`config.mk`:
```
export PLATFORM = sky130hd
export DESIGN_NAME = spi_irq_status
export DESIGN_NICKNAME = d
export VERILOG_FILES = /design/src/rtl/spi_irq_status.sv
export SDC_FILE = /design/constraint.sdc
export NUM_CORES = 1
export LEC_CHECK = 0
export BUFFER_PORTS_ARGS = -buffer_cell sky130_fd_sc_hd__buf_2
export CAP_MARGIN = 20
export CORE_MARGIN = 10
export CORE_UTILIZATION = 45
export CTS_BUF_LIST = sky130_fd_sc_hd__clkbuf_16
export DETAILED_ROUTE_END_ITERATION = 12
export GPL_TIMING_DRIVEN = 0
export PLACE_DENSITY = 0.95
export SYNTH_ARGS = -nofsm -noshare
export SYNTH_HDL_FRONTEND = slang
export SYNTH_SLANG_ARGS = --single-unit
```
`constraint.sdc`:
```
create_clock -name clk -period 3.5 [get_ports clk]
set_input_delay 0.7 -clock clk [delete_from_list [all_inputs] [get_ports clk]]
set_output_delay 0.7 -clock clk [all_outputs]
set_load 0.01 [all_outputs]
```
`src/rtl/spi_irq_status.sv`:
```
module spi_irq_status #(
  parameter int DATA_W   = 32,
  parameter int ADDR_W   = 6,
  parameter int LVL_W    = 8,
  parameter int WM_RESET = 1
) (
  input  logic              clk,
  input  logic              rst_n,
  input  logic              reg_wr,
  input  logic              reg_rd,
  input  logic [ADDR_W-1:0] reg_addr,
  input  logic [DATA_W-1:0] reg_wdata,
  output logic [DATA_W-1:0] reg_rdata,
  output logic              rx_pop,
  input  logic [LVL_W-1:0]  tx_level,
  input  logic              tx_full,
  input  logic              rx_nonempty,
  input  logic              mode_fault,
  output logic              irq
);
  localparam logic [ADDR_W-1:0] A_STAT = ADDR_W'(8'h04);
  localparam logic [ADDR_W-1:0] A_SET  = ADDR_W'(8'h08);
  localparam logic [ADDR_W-1:0] A_CLR  = ADDR_W'(8'h0C);
  localparam logic [ADDR_W-1:0] A_MASK = ADDR_W'(8'h10);
  localparam logic [ADDR_W-1:0] A_RXD  = ADDR_W'(8'h20);
  localparam logic [ADDR_W-1:0] A_WM   = ADDR_W'(8'h28);

  logic [6:0]       mask_q;
  logic [LVL_W-1:0] wm_q;
  logic             mf_q, ow_q, mf_in_q, below_q;
  logic             below, mf_set, ow_set;
  logic [6:0]       clr, status;

  assign below  = tx_level < wm_q;
  assign mf_set = mode_fault & ~mf_in_q;
  assign ow_set = below & ~below_q;
  assign clr    = (reg_wr && reg_addr == A_STAT) ? reg_wdata[6:0] : 7'd0;
  assign status = {2'b00, rx_nonempty, tx_full, ow_q, mf_q, 1'b0};
  assign irq    = |(status & mask_q);
  assign rx_pop = reg_rd && reg_addr == A_RXD;

  always_ff @(posedge clk or negedge rst_n) begin
    if (!rst_n) begin
      mask_q  <= '0;
      wm_q    <= LVL_W'(WM_RESET);
      mf_q    <= 1'b0;
      ow_q    <= 1'b0;
      mf_in_q <= 1'b0;
      below_q <= 1'b1;
    end else begin
      mf_in_q <= mode_fault;
      below_q <= below;
      mf_q    <= mf_set | (mf_q & ~clr[1]);
      ow_q    <= ow_set | (ow_q & ~clr[2]);
      if (reg_wr && reg_addr == A_SET)  mask_q <= mask_q | reg_wdata[6:0];
      if (reg_wr && reg_addr == A_CLR)  mask_q <= mask_q & ~reg_wdata[6:0];
      if (reg_wr && reg_addr == A_WM)   wm_q   <= reg_wdata[LVL_W-1:0];
    end
  end

  always_comb begin
    case (reg_addr)
      A_STAT:  reg_rdata = DATA_W'(status);
      A_MASK:  reg_rdata = DATA_W'(mask_q);
      A_WM:    reg_rdata = DATA_W'(wm_q);
      default: reg_rdata = '0;
    endcase
  end

  assert_mask_set_R2: assert property (@(posedge clk) disable iff (!rst_n)
    (reg_wr && reg_addr == A_SET) |=> ((mask_q & $past(reg_wdata[6:0])) == $past(reg_wdata[6:0])));

  assert_mask_clr_R3: assert property (@(posedge clk) disable iff (!rst_n)
    (reg_wr && reg_addr == A_CLR) |=> ((mask_q & $past(reg_wdata[6:0])) == 7'd0));

  assert_set_wins_R9: assert property (@(posedge clk) disable iff (!rst_n)
    (mf_set && clr[1]) |=> mf_q);

  assert_stat_clear_R8: assert property (@(posedge clk) disable iff (!rst_n)
    (clr[2] && !ow_set) |=> !ow_q);

  assert_no_irq_unmasked_R10: assert property (@(posedge clk) disable iff (!rst_n)
    (mask_q == 7'd0) |-> !irq);

  assert_held_fault_R5: assert property (@(posedge clk) disable iff (!rst_n)
    (mode_fault && $past(mode_fault) && clr[1]) |=> !mf_q);
endmodule

```
# After elaboration in Yosys (flattened, before gate mapping)
# Cells that the tools add are included.
# op_classes
n_lt_le_gt_ge	1
eq_ne	6
n_reduce_logical	7
muxes	4
bitwise	14
# op_table
operator	n
8-bit one-hot mux with 3 select lines	1
7-bit 2-to-1 mux	2
6-bit by 4-bit equality test with 1-bit output, second input constant	2
6-bit equality test, second input constant	2
8-bit less-than comparator	1
5-bit by 7-bit AND with 7-bit output	1
7-bit AND	1
7-bit inverter	1
7-bit OR	1
7-bit OR reduction	1
6-bit by 3-bit equality test with 1-bit output, second input constant	1
6-bit by 5-bit equality test with 1-bit output, second input constant	1
1-bit logical AND	5
1-bit AND	4
1-bit inverter	4
3-bit 2-to-1 mux	1
1-bit OR	2
2-bit nonzero test	1
# word_totals
register_bits	19
out_inout_bits	34
wordCells	38
in_bits	53

# Depth between registers and ports, before layout
# depth
word_depth	6
ltp_mapped	6
ltp_nobuf	6

# Least setup slack after synthesis
# OpenSTA, ideal clock, no wires.
# synth_path
kind	input to output
start	in reg_addr[1]
end	out reg_rdata[1]
t_required_ns	2.800
n_path_buf	0
arrival_ns	1.932
setup_slack_ns	0.868
stages	4
cell_sequence	or3_2 -> nor4b_2 -> a222oi_1 -> inv_1
# synth_via
elab_chain_cells	2
# synth_lines
element	line_no	source
start: declaration	11	input logic [ADDR_W-1:0] reg_addr,
6-bit equality test, or another cell as far along	62	case (reg_addr)
8-bit one-hot mux with 3 select lines *	62	
end: declaration	13	output logic [DATA_W-1:0] reg_rdata,
# Every way passes the cells marked *; elsewhere a longest branch is shown, timed or not.

# Worst setup path in the final report
# layout_path
start	in reg_addr[1]
end	out reg_rdata[4]
# The elaborated chain is that of the path after synthesis.

==> run_results.csv <==
group,metric,value,unit
timing,tightest_slew,747,ps
global_routing,grtUsageMet3,0.0336,
synthesis,synth.area.top_cells,"dfrtp_1 33%, buf_4 14%, mux2_2 13%, ha_1 6.8%, dfstp_2 4.1%",
synthesis,yosysUniqueCellTypes,30,
synthesis,ys_ff_latch,19,
setup_path,crit_path_start_kind,"input port",
layout,seqCellArea,478,µm²
route,via_per_inst,4.72,
die,initial_core_util,0.471,
layout,syn_to_final_growth,30.4,%
clocking,clk_latency,250,ps
setup_path,r2r_slack,1850,ps
clocking,cts_root_buf,"clkbuf_16",
setup_path,r2r_start,"wm_q[1]$_DFFE_PN0P_",
clocking,clk_path_buf_depth,2,
global_routing,use_met1,0.133,
synthesis,synth_area_per_cell,10.5,µm²
clocking,cts_hold_buf,0,
setup_path,worstPathRequired,2800,ps
clocking,cts_setup_buffers,0,
power,p_sw,0.000165,W
timing,hold_viol_final,0,
power,p_seq_frac,0.426,
timing,setup_viol,0,
global_routing,top_usage_layer,"met2",
layout,multiInputGateArea,681,µm²
timing,fin_hold_ws,379,ps
setup_path,path_max_fanout,7,
timing,fmax,0.314,GHz
layout,final_util,0.613,
setup_path,path_class,"in2out",
placement,dpl.cell_count,215,
global_routing,grt_overflow,0,
die,die_area,0.00543,mm²
route,drc,0,
synthesis,synth-xor-area-share,0,
synthesis,yosys.area_share.simple,0.157,
global_routing,grt_pass1_wl,5.09,mm
layout,antenna_cells,0,
synthesis,synth_area,0.00130,mm²
power,power_density,381,mW/mm²
timing,finalMaxSlewViolations,0,
worst_hold_path,min_path_type,"in2async",
power,comb_power_share,0.218,
global_routing,grt_max_degree,20,
layout,final_cell_mix,"38 x buf_2, 24 x buf_4, 24 x conb_1",
route,ant_nets,0,
setup_path,cp-end-kind,"output port",
synthesis,postSynth.asyncResetShare,1.00,
clocking,numCtsBuffers,3,
synthesis,synth_top_family_by_area,"buffers and inverters",
die,die_w,73.7,µm
route,routed_wl,3.20,mm
power,ir_worst_vdd,0.000341,V
synthesis,syn_inst,123,
global_routing,antenna_found_initial,0,
global_routing,grt_pass1_vias,1074,
power,intPower,0.000480,W
die,core_area,0.00276,mm²
clocking,clkSinkCount,19,
power,leakage,0.927,nW
synthesis,synth_edf_count,0,
synthesis,yosysSeqAreaShare,0.368,
synthesis,synth_top_area_share,0.328,
timing,rsz0062_at_grt,"false",
clocking,htreeDepth,1,
flow_run,cap_violations,0,
power,swShare,0.257,
layout,final_cells,219,
synthesis,yosysTopAreaCell,"dfrtp_1",
synthesis,muxShareOfSynthArea,0.130,
die,row_count,19,
timing,maxSlewHeadroom,0.501,
global_routing,grt_util_met2,0.201,
setup_path,ff2ff_path_depth,5,
status,outcome,"completed",
global_routing,grt_usage,0.117,
placement,place_hpwl,2.52,mm
power,clkPwrFrac,0.356,
route,drt-pass1-iter-count,5,
die,ios,87,
route,via_count,1034,
clocking,cts_tree,"built",
timing,finalCriticalPeriod,3190,ps
placement,numPortBuffers,38,
synthesis,synth_compound_area_frac,0.100,
placement,gp_congestion,0.751,
layout,final_common_cell,"buf_2",
timing,tns,0,ps
layout,drive_above_1_share,0.479,
timing,clock_skew,2.50,ps
clocking,clkTransAtPathRegs,50,ps
synthesis,synth_top_flop_cell,"dfrtp_1",
die,dieHeight,73.7,µm
clocking,ctsResizeCount,0,
synthesis,yosys_warnings,0,
setup_path,reg2reg_to,"ow_q$_DFF_PN0_",
timing,post-route-period-util,0.911,
layout,fillers,234,
route,wl_per_cell,14.6,µm
setup_path,cp.arrival,2490,ps
route,initialDrtViolationCount,46,
synthesis,synthAdderAreaFrac,0.0675,
layout,final_nets,249,
power,p_total,0.000645,W
[Yosys cell counts, drive strengths merged, types with 2 or more instances]
cell	n
a22oi	2
nor4b	3
a22o	4
o21ai	2
a222oi	4
buf	24
ha	7
nor3	4
nand2	10
nor2	2
mux2	15
dfrtp	17
inv	12
nand3	2
dfstp	2
[worst max-delay path: stages]
cell	delay [ps]
buf_2	120
or3_2	500
nor4b_2	650
a222oi_1	270
inv_1	110
buf_2	130
[worst max-delay path by stage]
stage               depth (start not counted)      endpoint   startpoint
floorplan                                   4  reg_rdata[1]  reg_addr[1]
global placement                            6  reg_rdata[2]  reg_addr[1]
detailed placement                          6  reg_rdata[2]  reg_addr[1]
CTS                                         6  reg_rdata[4]  reg_addr[1]
global route                                6  reg_rdata[4]  reg_addr[1]
finish                                      6  reg_rdata[4]  reg_addr[1]
[power groups by stage]
stage               clock network [W]  logic (W)  registers, W
finish                       0.000230   0.000141      0.000275
global route                 0.000239   0.000161      0.000280
CTS                          0.000230   0.000140      0.000274
detailed placement                  0   0.000139      0.000277
global placement                    0   0.000134      0.000275
floorplan                           0  0.0000964      0.000271
[per-stage QoR]
stage                     cell area, µm²  setup slack [ps]
final                               1690               312
after global routing                1690               244
after floorplan                     1380               868
after CTS                           1690               319
after global placement              1610               396
after detailed placement            1610               389
[cell type report]
type | instances | share of cell area
repair buffers | 38 | 0.112
flip-flops and latches | 19 | 0.283
multi-input cells | 91 | 0.402
inverters | 12 | 0.0266
well taps | 31 | 0.0229
plain buffers | 24 | 0.107
clock inverters | 1 | 0.00222
clock buffers | 3 | 0.0444
[routing by layer]
layer / up-vias / wire (µm)
met5: - / 0
met4: 0 / 74
met3: 6 / 233
met2: 42 / 1670
met1: 460 / 1220
li1: 526 / -
[cell families (layout without fill, tap and decap cells)]
logic type	count (synthesis)	count (layout)
compound gates	16	16
fa+ha+maj	7	7
simple gates	29	29
flops	19	19
other cells	1	24
mux	15	15
buf+inv	36	78
(Power assumes the default switching activity.)
